`src/rtl/cfgb_pkg.sv`:
```
package cfgb_pkg;

   typedef enum logic [1:0] {
      ST_IDLE = 2'd0,
      ST_RD   = 2'd1,
      ST_WR   = 2'd2,
      ST_FIN  = 2'd3
   } cfgb_state_e;

   localparam logic [1:0] SZ_BYTE = 2'd0;
   localparam logic [1:0] SZ_HALF = 2'd1;
   localparam logic [1:0] SZ_WORD = 2'd2;

   localparam logic ST_OK    = 1'b0;
   localparam logic ST_NODEV = 1'b1;

endpackage

```
`src/rtl/cfgb_route.sv`:
```
module cfgb_route #(
   parameter int BUS_W       = 8,
   parameter int DEV_W       = 5,
   parameter int FN_W        = 3,
   parameter int OFF_W       = 12,
   parameter int DATA_W      = 32,
   parameter int INTERNAL_EP = 0
) (
   input  logic [BUS_W-1:0]  bus,
   input  logic [DEV_W-1:0]  dev,
   input  logic [FN_W-1:0]   fn,
   input  logic [OFF_W-1:0]  off,
   input  logic [1:0]        size,
   output logic              down,
   output logic              reject,
   output logic [DATA_W-1:0] ind_word,
   output logic [DATA_W-1:0] cfg_word,
   output logic [1:0]        lane
);
   localparam int FN_LSB  = 12;
   localparam int DEV_LSB = FN_LSB + FN_W;
   localparam int BUS_LSB = DEV_LSB + DEV_W;
   localparam logic [DATA_W-1:0] IND_MASK = DATA_W'(32'h0000_1ffc);
   localparam logic [DATA_W-1:0] REG_MASK = DATA_W'(32'h0000_0ffc);
   localparam logic [DATA_W-1:0] TYPE1    = DATA_W'(1);

   generate
      if (DATA_W != 32) begin : g_bad_width
         $error("cfgb_route: DATA_W must be 32");
      end
      if (BUS_LSB + BUS_W > DATA_W) begin : g_bad_pack
         $error("cfgb_route: address fields overflow the word");
      end
      if (OFF_W > 12 || OFF_W < 3) begin : g_bad_off
         $error("cfgb_route: OFF_W out of range");
      end
   endgenerate

   logic root_hit;
   logic bad_root_fn;
   logic bad_size;
   logic ep_block;

   assign root_hit    = (bus == '0);
   assign bad_root_fn = root_hit && ((dev != '0) || (fn != '0));
   assign bad_size    = (size == 2'd3);

   generate
      if (INTERNAL_EP != 0) begin : g_single_dev
         assign ep_block = !root_hit && (dev != '0);
      end else begin : g_multi_dev
         assign ep_block = 1'b0;
      end
   endgenerate

   assign down     = !root_hit;
   assign reject   = bad_size || bad_root_fn || ep_block;
   assign ind_word = DATA_W'(off) & IND_MASK;
   assign cfg_word = (DATA_W'(bus) << BUS_LSB) |
                     (DATA_W'(dev) << DEV_LSB) |
                     (DATA_W'(fn)  << FN_LSB)  |
                     (DATA_W'(off) & REG_MASK) |
                     TYPE1;
   assign lane     = off[1:0];

endmodule

```
`src/rtl/cfgb_lanes.sv`:
```
module cfgb_lanes #(
   parameter int DATA_W = 32
) (
   input  logic [1:0]        size,
   input  logic [1:0]        lane,
   input  logic [DATA_W-1:0] rd_word,
   input  logic [DATA_W-1:0] old_word,
   input  logic [DATA_W-1:0] new_data,
   output logic [DATA_W-1:0] rd_val,
   output logic [DATA_W-1:0] merged
);
   import cfgb_pkg::*;

   localparam int NB = DATA_W / 8;

   generate
      if (NB != 4) begin : g_bad_lanes
         $error("cfgb_lanes: four byte lanes expected");
      end
   endgenerate

   logic [3:0]        nbytes;
   logic [3:0]        lane_end;
   logic [4:0]        sh;
   logic [NB-1:0]     ben;
   logic [DATA_W-1:0] bmask;

   always_comb begin
      case (size)
         SZ_BYTE: nbytes = 4'd1;
         SZ_HALF: nbytes = 4'd2;
         default: nbytes = 4'd4;
      endcase
   end

   assign lane_end = {2'b00, lane} + nbytes;
   assign sh       = {lane, 3'b000};

   generate
      for (genvar b = 0; b < NB; b++) begin : g_lane
         localparam logic [3:0] BI = 4'(b);
         assign ben[b]          = (BI >= {2'b00, lane}) && (BI < lane_end);
         assign bmask[8*b +: 8] = {8{ben[b]}};
      end
   endgenerate

   assign rd_val = (rd_word & bmask) >> sh;
   assign merged = (old_word & ~bmask) | ((new_data << sh) & bmask);

endmodule

```
`src/rtl/cfgb_seq.sv`:
```
module cfgb_seq #(
   parameter int DATA_W = 32
) (
   input  logic              clk,
   input  logic              rst_n,
   input  logic              req_valid,
   input  logic              req_write,
   input  logic [1:0]        req_size,
   input  logic [DATA_W-1:0] req_wdata,
   input  logic              route_down,
   input  logic              route_reject,
   input  logic [DATA_W-1:0] ind_word,
   input  logic [DATA_W-1:0] cfg_word,
   input  logic [1:0]        route_lane,
   input  logic [DATA_W-1:0] rd_val,
   input  logic [DATA_W-1:0] merged,
   input  logic [DATA_W-1:0] win_rdata,
   output logic [1:0]        size_q,
   output logic [1:0]        lane_q,
   output logic [DATA_W-1:0] dword_q,
   output logic [DATA_W-1:0] wdata_q,
   output logic              busy,
   output logic              rsp_valid,
   output logic              rsp_status,
   output logic [DATA_W-1:0] rsp_rdata,
   output logic [DATA_W-1:0] ind_addr,
   output logic [DATA_W-1:0] cfg_addr,
   output logic              win_down,
   output logic              win_rd,
   output logic              win_wr,
   output logic [DATA_W-1:0] win_wdata,
   output logic              err_fwd_en
);
   import cfgb_pkg::*;

   cfgb_state_e       st;
   logic              write_q;
   logic              reject_q;
   logic              down_q;
   logic [DATA_W-1:0] rdata_q;

   always_ff @(posedge clk) begin
      if (!rst_n) begin
         st         <= ST_IDLE;
         write_q    <= 1'b0;
         reject_q   <= 1'b0;
         down_q     <= 1'b0;
         size_q     <= SZ_BYTE;
         lane_q     <= 2'd0;
         wdata_q    <= '0;
         dword_q    <= '0;
         rdata_q    <= '0;
         ind_addr   <= '0;
         cfg_addr   <= '0;
         err_fwd_en <= 1'b1;
         rsp_valid  <= 1'b0;
         rsp_status <= ST_OK;
         rsp_rdata  <= '0;
      end else begin
         rsp_valid <= 1'b0;
         case (st)
            ST_IDLE: begin
               if (req_valid) begin
                  write_q  <= req_write;
                  reject_q <= route_reject;
                  down_q   <= route_down;
                  size_q   <= req_size;
                  lane_q   <= route_lane;
                  wdata_q  <= req_wdata;
                  if (route_reject) begin
                     st <= ST_FIN;
                  end else begin
                     if (route_down) begin
                        cfg_addr   <= cfg_word;
                        err_fwd_en <= 1'b0;
                     end else begin
                        ind_addr <= ind_word;
                     end
                     st <= (req_write && req_size == SZ_WORD) ? ST_WR : ST_RD;
                  end
               end
            end
            ST_RD: begin
               dword_q <= win_rdata;
               rdata_q <= rd_val;
               st      <= write_q ? ST_WR : ST_FIN;
            end
            ST_WR: begin
               st <= ST_FIN;
            end
            default: begin
               rsp_valid  <= 1'b1;
               rsp_status <= reject_q ? ST_NODEV : ST_OK;
               rsp_rdata  <= reject_q ? '1 : (write_q ? '0 : rdata_q);
               err_fwd_en <= 1'b1;
               st         <= ST_IDLE;
            end
         endcase
      end
   end

   assign busy      = (st != ST_IDLE);
   assign win_rd    = (st == ST_RD);
   assign win_wr    = (st == ST_WR);
   assign win_down  = down_q;
   assign win_wdata = (size_q == SZ_WORD) ? wdata_q : merged;

   AST_RDWR_EXCL: assert property (@(posedge clk) disable iff (!rst_n)
      !(win_rd && win_wr));
   AST_ERR_MASKED: assert property (@(posedge clk) disable iff (!rst_n)
      (win_rd || win_wr) && win_down |-> !err_fwd_en);
   AST_ERR_BACK: assert property (@(posedge clk) disable iff (!rst_n)
      rsp_valid |-> err_fwd_en);
   AST_RSP_PULSE: assert property (@(posedge clk) disable iff (!rst_n)
      rsp_valid |=> !rsp_valid);
   AST_REJ_ONES: assert property (@(posedge clk) disable iff (!rst_n)
      rsp_valid && rsp_status |-> rsp_rdata == '1);
   AST_FULL_NO_RD: assert property (@(posedge clk) disable iff (!rst_n)
      win_wr && size_q == SZ_WORD |-> !$past(win_rd));
   AST_ADDR_HOLD: assert property (@(posedge clk) disable iff (!rst_n)
      busy && $past(busy) |-> $stable(cfg_addr) && $stable(ind_addr));

endmodule

```
`src/rtl/cfg_access_bridge.sv`:
```
module cfg_access_bridge #(
   parameter int BUS_W       = 8,
   parameter int DEV_W       = 5,
   parameter int FN_W        = 3,
   parameter int OFF_W       = 12,
   parameter int DATA_W      = 32,
   parameter int INTERNAL_EP = 0
) (
   input  logic              clk,
   input  logic              rst_n,
   input  logic              req_valid,
   input  logic              req_write,
   input  logic [BUS_W-1:0]  req_bus,
   input  logic [DEV_W-1:0]  req_dev,
   input  logic [FN_W-1:0]   req_func,
   input  logic [OFF_W-1:0]  req_offset,
   input  logic [1:0]        req_size,
   input  logic [DATA_W-1:0] req_wdata,
   output logic              busy,
   output logic              rsp_valid,
   output logic              rsp_status,
   output logic [DATA_W-1:0] rsp_rdata,
   output logic [DATA_W-1:0] ind_addr,
   output logic [DATA_W-1:0] cfg_addr,
   output logic              win_down,
   output logic              win_rd,
   output logic              win_wr,
   output logic [DATA_W-1:0] win_wdata,
   input  logic [DATA_W-1:0] win_rdata,
   output logic              err_fwd_en
);
   logic              r_down;
   logic              r_reject;
   logic [DATA_W-1:0] r_ind;
   logic [DATA_W-1:0] r_cfg;
   logic [1:0]        r_lane;
   logic [1:0]        size_q;
   logic [1:0]        lane_q;
   logic [DATA_W-1:0] dword_q;
   logic [DATA_W-1:0] wdata_q;
   logic [DATA_W-1:0] rd_val;
   logic [DATA_W-1:0] merged;

   cfgb_route #(
      .BUS_W(BUS_W), .DEV_W(DEV_W), .FN_W(FN_W), .OFF_W(OFF_W),
      .DATA_W(DATA_W), .INTERNAL_EP(INTERNAL_EP)
   ) u_route (
      .bus(req_bus), .dev(req_dev), .fn(req_func), .off(req_offset),
      .size(req_size), .down(r_down), .reject(r_reject),
      .ind_word(r_ind), .cfg_word(r_cfg), .lane(r_lane)
   );

   cfgb_lanes #(.DATA_W(DATA_W)) u_lanes (
      .size(size_q), .lane(lane_q), .rd_word(win_rdata),
      .old_word(dword_q), .new_data(wdata_q),
      .rd_val(rd_val), .merged(merged)
   );

   cfgb_seq #(.DATA_W(DATA_W)) u_seq (
      .clk(clk), .rst_n(rst_n),
      .req_valid(req_valid), .req_write(req_write),
      .req_size(req_size), .req_wdata(req_wdata),
      .route_down(r_down), .route_reject(r_reject),
      .ind_word(r_ind), .cfg_word(r_cfg), .route_lane(r_lane),
      .rd_val(rd_val), .merged(merged), .win_rdata(win_rdata),
      .size_q(size_q), .lane_q(lane_q), .dword_q(dword_q), .wdata_q(wdata_q),
      .busy(busy), .rsp_valid(rsp_valid), .rsp_status(rsp_status),
      .rsp_rdata(rsp_rdata), .ind_addr(ind_addr), .cfg_addr(cfg_addr),
      .win_down(win_down), .win_rd(win_rd), .win_wr(win_wr),
      .win_wdata(win_wdata), .err_fwd_en(err_fwd_en)
   );

endmodule

```
`config.mk`:
```
export PLATFORM = sky130hd
export DESIGN_NAME = cfg_access_bridge
export DESIGN_NICKNAME = d
export VERILOG_FILES = /design/src/rtl/cfgb_pkg.sv /design/src/rtl/cfgb_route.sv /design/src/rtl/cfgb_lanes.sv /design/src/rtl/cfgb_seq.sv /design/src/rtl/cfg_access_bridge.sv
export SDC_FILE = /design/constraint.sdc
export NUM_CORES = 1
export LEC_CHECK = 0
export BUFFER_PORTS_ARGS = -buffer_cell sky130_fd_sc_hd__buf_4
export CAP_MARGIN = 40
export CORE_AREA = 3 3 150 123
export CTS_CLUSTER_SIZE = 24
export DETAILED_ROUTE_END_ITERATION = 10
export DIE_AREA = 0 0 153 126
export PLACE_DENSITY = 0.76
export REMOVE_ABC_BUFFERS = 1
export SLEW_MARGIN = 10
export SYNTH_ARGS = -nofsm -noshare
export SYNTH_HDL_FRONTEND = slang
export SYNTH_SLANG_ARGS = --single-unit
```
`constraint.sdc`:
```
create_clock -name clk -period 2.6 [get_ports clk]
set_input_delay 0.26 -clock clk [delete_from_list [all_inputs] [get_ports clk]]
set_output_delay 0.26 -clock clk [all_outputs]
set_load 0.02 [all_outputs]
```
==> metrics.cfg, run 1 <==
[power]
p_leak_nw=4.58
vdd_drop_max_uv=524
power_density_nw_per_um2=942

[routing]
viasPerCell=5.50
remaining_drc_errors=0
route.antenna.remaining_nets=0
num_vias=7724
wire_per_inst_um=18.2
routed_wl_um=25600
drt-initial-drc-count=518
drtPass1Iterations=5

[clock_network]
numCtsBuffers=17
clk_path_buf_depth=2
cts_tree=yes
htreeDepth=4
clkTransAtPathRegs_ps=70
hold_buffers=0
cts_root_buffer=clkbuf_16
clkLatencyLatePin_ps=430
cts.sinks=177

[global_routing]
grt_pass1_wl_um=39700
grt-ovfl-total=0
use_met2_pct=39.6
grt_max_degree=54
grtUsageTotal_pct=25.5
antenna_found_initial=0
grt_use_met3_pct=8.90
busiest_layer=met2
grt_pass1_vias=7404
use_met1_pct=33.7

[setup_path]
crit_chain=nor2_4 -> ha_2 -> fa_2 -> nand2b_4 -> o311a_4 -> a21oi_4 -> buf_6 -> nor2_2 -> a21oi_2 -> buf_4
path_buf_inv=2
reg2reg_slack_ps=-50
crit_path_end=win_wdata[13]
cp_max_fo=6
cpMaxStageDelayCell=fa_2
endpoint_kind=output pin
crit_arrival_ps=2810
regToRegEndpoint=u_seq.rdata_q[4]
timing.rr.start=u_seq.size_q[1]
r2r_cells=11
startpoint=u_seq.size_q[1]
slowest_delay_ps=500
critPathKind=register to output pin
cp.depth=10
critPathTopFamily=compound AO/OA/AOI/OAI gates
critPathLaunchType=register
required_ps=2340

[finish]
area_growth_pct=36.7
stdcell_count=1405
diodes=0
nNetsFinal=1272
finalInstanceArea_um2=10900
drive_gt1_share_pct=35.7

[synth]
ys_ff_latch=177
synth_cell_types=54
seq_area_frac_synth_pct=44.3
synth_cells=965
synthArstFlopShare_pct=0
synth_edf_count=0
ys_warn_count=0
syn_area_per_cell_um2=8.29
synth_ff_type=dfxtp_1
syn_area_um2=8000

[min_path]
hold_depth=3
hp-class=input port to register
min_from=req_wdata[30]

[floorplanning]
dieArea_um2=19300
ios=233
die_w_um=153
rows=43
start_util_pct=46.6
core_area_um2=17200
die_h_um=126

[timing]
finalCritPeriodShare_pct=118
finalSetupViolCount=44
clock_skew_ps=8.99
period_needed_ps=3070
hold_ws_ps=68.9
worstMarginPinSlew_ps=876
fmax_mhz=326
maxSlewHeadroom_pct=41.5
rsz0062_at_grt=yes
fin_ws_ps=-469
hold_violations=0
slew_violations=0

[place]
dp.cells=1358
portBuffers=205
globalplace.congestion=0.952
post-dp-hpwl_um=17700
post_dp_cell_area_um2=9710

[outcome]
violations=setup timing
outcome=complete, but fails checks

[job]
maxCapViolCount=0

-- cell type report --
cell class              count  area [µm²]
inverters                  16        62.6
well taps                 225         282
multi-input cells         699        4390
flip-flops and latches    177        3550
clock buffers              18         429
clock inverters            14         123
fillers                  1436        6230
repair buffers            256        2100
-- logic make-up after synthesis --
family                   count (synthesis)  share of synthesized area (%)
AO/OA/AOI/OAI                          290                           21.9
adder cells (fa/ha/maj)                  7                           1.19
buffers and inverters                  115                           7.44
flip-flops                             177                           44.3
multiplexers                            59                           8.13
other                                    1                         0.0469
AND/OR/NAND/NOR                        316                           17.0
-- cell usage after synthesis, types with 12 or more instances --
cell	count	area share (%)
nand2_2	20	1.6
mux2i_1	47	5.9
dfxtp_1	177	44
inv_1	15	0.70
nand3_1	12	0.75
buf_2	12	0.75
clkbuf_1	49	2.3
o21ai_0	76	4.8
buf_4	29	2.7
nor2_1	101	4.7
o22ai_1	24	1.9
a21oi_1	104	6.5
a21oi_2	21	2.3
nand2_1	150	7.0
-- sequential cells by signal, indices dropped and copies added, names as in the netlist --
signal            cells
u_seq.ind_addr       10
u_seq.lane_q          2
u_seq.win_down        1
u_seq.rsp_status      1
u_seq.err_fwd_en      1
u_seq.reject_q        1
u_seq.write_q         1
u_seq.st              2
u_seq.cfg_addr       27
u_seq.rsp_rdata      32
u_seq.rdata_q        32
u_seq.wdata_q        32
u_seq.rsp_valid       1
u_seq.size_q          2
u_seq.dword_q        32
-- timing repair --
item,4_1_cts,5_1_grt
pin swaps,23,19
gates resized for setup,66,60
setup endpoints to repair,33,63
setup buffers,13,4
-- layout by cell type (no fill, tap or decap), types with 5 or more instances in the layout --
master      netlist  layout
a211oi_1          9       8
a21o_1            8       8
a21oi_1         104      91
a21oi_2          21      30
a221oi_2          0       8
a22oi_1           7       7
a31oi_1           8       8
a32oi_2           0       5
buf_12            2       6
buf_4            29     225
buf_6             1      23
clkbuf_16         0      17
clkinvlp_4        0       6
conb_1            1      27
dfxtp_1         177     175
inv_1            15      14
mux2_2            8       8
mux2i_1          47      46
nand2_1         150     149
nand2_2          20      20
nand3_1          12      12
nor2_1          101      92
nor2_2            1       5
nor2_4            1       6
o211ai_1          5       5
o21ai_0          76      62
o21ai_1           1      14
o22ai_1          24       7
o22ai_2           0      15
-- through the flow --
| step | worst slack, ps | TNS (ps) | util [%] | total power [mW] |
|---|---|---|---|---|
| finish | -469 | -10210 | 63.7 | 10.3 |
| global route | -541 | -14240 | 63.7 | 10.8 |
| CTS | -414 | -7980 | 61.9 | 9.88 |
| detailed placement | -211 | -3480 | 56.6 | 7.09 |
| global placement | -93.0 | -1130 | 56.5 | 7.01 |
| floorplan | -1090 | -50330 | - | 5.58 |
-- how the worst min path moves through the flow --
stage	endpoint	slack, ps
3_5_place_dp	u_seq.cfg_addr[3]	450
6_report	u_seq.wdata_q[30]	70
4_1_cts	u_seq.ind_addr[2]	60
3_3_place_gp	u_seq.cfg_addr[3]	440
5_1_grt	u_seq.ind_addr[4]	60
2_1_floorplan	u_seq.err_fwd_en	360
-- layer usage --
metal | share of wire (%) | vias up
met1 | 41 | 3584
met2 | 46 | 399
met5 | 0 | -
met4 | 1.8 | 0
li1 | - | 3695
met3 | 11 | 46
-- tightest hold or removal path, delay by kind of cell --
family	cells	cell delay, ps
buffers and inverters	1	110
AOI/OAI and AO/OA	1	50
and+or+nand+nor	1	40
-- power breakdown --
part	total, mW	internal [mW]	switching [mW]
Combinational	4.46	1.90	2.56
Sequential	3.41	3.12	0.297
Clock	2.43	1.25	1.17
No activity file was read; power rests on OpenSTA's default activity.
==> run 2: changes to the inputs <==
--- a/config.mk
+++ b/config.mk
@@ -5,13 +5,14 @@
 export SDC_FILE = /design/constraint.sdc
 export NUM_CORES = 1
 export LEC_CHECK = 0
+export ABC_AREA = 0
 export BUFFER_PORTS_ARGS = -buffer_cell sky130_fd_sc_hd__buf_4
 export CAP_MARGIN = 40
 export CORE_AREA = 3 3 150 123
 export CTS_CLUSTER_SIZE = 24
 export DETAILED_ROUTE_END_ITERATION = 10
 export DIE_AREA = 0 0 153 126
-export PLACE_DENSITY = 0.76
+export PLACE_DENSITY_LB_ADDON = 0.08
 export REMOVE_ABC_BUFFERS = 1
 export SLEW_MARGIN = 10
 export SYNTH_ARGS = -nofsm -noshare
==> run 2 against run 1 <==
Effect of this change:
- the run still ends with setup timing left
- combinational power is 1% higher
- via count is 1.5% lower
- power is 4.4% higher
- setup slack worse by 23 ps
- sequential power hardly changed
- critical path depth is 1 higher
- clock power is 16% higher
- register-to-register slack worse by 110 ps
- non-clock buffer count stayed put
- critical path type unchanged
==> metrics.cfg, run 2 (synthesis results as in run 1) <==
[global_routing]
grt_pass1_wl_um=38700  ; was 39700 µm
grt-ovfl-total=0  ; unchanged
grt_max_degree=66  ; was 54
grt_pass1_vias=7153  ; was 7404
grtUsageTotal_pct=24.6  ; was 25.5%
antenna_found_initial=0  ; unchanged

[clock_network]
cts_tree=yes  ; unchanged
clkLatencyLatePin_ps=430  ; about the same
cts.sinks=177  ; unchanged
htreeDepth=4  ; unchanged
numCtsBuffers=17  ; unchanged
clkTransAtPathRegs_ps=70  ; about the same
clk_path_buf_depth=2  ; unchanged
cts_root_buffer=clkbuf_16  ; unchanged

[setup_path]
crit_arrival_ps=2830  ; was 2810 ps
required_ps=2340  ; about the same
critPathKind=register to output pin  ; unchanged
endpoint_kind=output pin  ; unchanged
critPathLaunchType=register  ; unchanged
cp_max_fo=6  ; unchanged

[timing]
maxSlewHeadroom_pct=34.7  ; was 41.5%
period_needed_ps=3090  ; was 3070 ps
clock_skew_ps=8.27  ; was 8.99 ps
fin_ws_ps=-493  ; was -469 ps
hold_violations=0  ; unchanged
rsz0062_at_grt=yes  ; unchanged
fmax_mhz=323  ; was 326 MHz
finalCritPeriodShare_pct=119  ; was 118%
slew_violations=0  ; unchanged
worstMarginPinSlew_ps=980  ; was 876 ps
finalSetupViolCount=48  ; was 44

[floorplanning]
die_w_um=153  ; unchanged
start_util_pct=46.6  ; unchanged
dieArea_um2=19300  ; unchanged
rows=43  ; unchanged
ios=233  ; unchanged
die_h_um=126  ; unchanged
core_area_um2=17200  ; unchanged

[finish]
drive_gt1_share_pct=36.5  ; was 35.7%
fillers=1492  ; was 1436
diodes=0  ; unchanged
stdcell_count=1405  ; unchanged
area_growth_pct=37.6  ; was 36.7%
layout_common_cells=buf_4, dfxtp_1, nand2_1, nor2_1, a21oi_1  ; unchanged
nNetsFinal=1272  ; unchanged
mostFrequentLayoutCell=buf_4  ; unchanged

[power]
power_density_nw_per_um2=977  ; was 942 nW/µm²
total_power_mw=10.7  ; was 10.3 mW
vdd_drop_max_uv=599  ; was 524 µV
p_leak_nw=4.59  ; was 4.58 nW

[place]
portBuffers=205  ; unchanged
dp.cells=1356  ; was 1358
post-dp-hpwl_um=16800  ; was 17700 µm
globalplace.congestion=0.855  ; was 0.952

[routing]
wire_per_inst_um=17.6  ; was 18.2 µm
drt-initial-drc-count=633  ; was 518
route.antenna.remaining_nets=0  ; unchanged
remaining_drc_errors=0  ; unchanged
drtPass1Iterations=5  ; unchanged
viasPerCell=5.42  ; was 5.50
num_vias=7611  ; was 7724
routed_wl_um=24800  ; was 25600 µm

[outcome]
violations=setup timing  ; unchanged
outcome=complete, but fails checks  ; unchanged

[job]
maxCapViolCount=0  ; unchanged

[min_path]
hp-class=input port to register  ; unchanged

[run 2: cell types whose count changed in the layout (fill, tap and decap cells not counted), sizes merged]
cell / before / now
bufinv: 0 / 4
clkbuf: 18 / 17
clkinv: 2 / 1
clkinvlp: 6 / 2
inv: 22 / 24
[run 2: layout make-up]
class | instances | area, µm² | share of cell area (%)
clock buffers | 17 | 425 | 3.87
clock inverters | 15 | 219 | 1.99
inverters | 16 | 62.6 | 0.569
multi-input cells | 699 | 4420 | 40.2
flip-flops and latches | 177 | 3550 | 32.2
well taps | 225 | 282 | 2.56
repair buffers | 256 | 2050 | 18.6
[run 2: stage by stage]
stage	setup WS, ps	util [%]	hold slack, ps	TNS [ps]	instance area, µm²
6_report	-493	64.1	67.1	-10090	11000
5_1_grt	-557	64.1	60.7	-15090	11000
4_1_cts	-436	61.8	57.1	-7240	10600
3_5_place_dp	-300	56.4	448	-4030	9670
3_3_place_gp	-246	56.4	445	-2480	9670
2_1_floorplan	-1090	-	359	-50330	7560
[run 2: layer usage]
metal / part of all wire (%) / up-vias / global-route usage, %
met4: 0.99 / 0 / 5.97
met3: 6.6 / 23 / 5.74
met5: 0 / - / 0
li1: - / 3694 / -
met1: 45 / 3641 / 34.1
met2: 47 / 253 / 39.3
[run 2: path summary, 6_finish.rpt]
check	start	to	slack (ps)	cells after the start
max reg2reg	u_seq.size_q[0]	u_seq.rdata_q[7]	-160	13
min	req_wdata[23]	u_seq.wdata_q[23]	70	3
min reg2reg	u_seq.write_q	u_seq.write_q	450	2
max	u_seq.size_q[0]	win_wdata[9]	-490	11
[run 2: repair_timing]
action	4_1_cts	5_1_grt
pin swaps	15	29
resized for setup	63	73
setup buffers	5	11
endpoints found under the setup margin	33	49
gates cloned	1	1
hold buffers	0	0
hold endpoints to repair	0	0
[run 2: critical path, cell delays in order (launching register included)]
cell and delay (ps):
dfxtp_2 330, nor2_2 100, ha_2 190, fa_2 480, or3_1 340, o311a_4 170, a21oi_4 190, buf_6 150
buf_6 100, nor2_2 30, a21oi_1 130, buf_4 180
[run 2: where the power goes]
group | internal, mW | total, mW | switching [mW]
Clock | 1.64 | 2.83 | 1.18
Sequential | 3.12 | 3.40 | 0.279
Combinational | 1.93 | 4.52 | 2.59
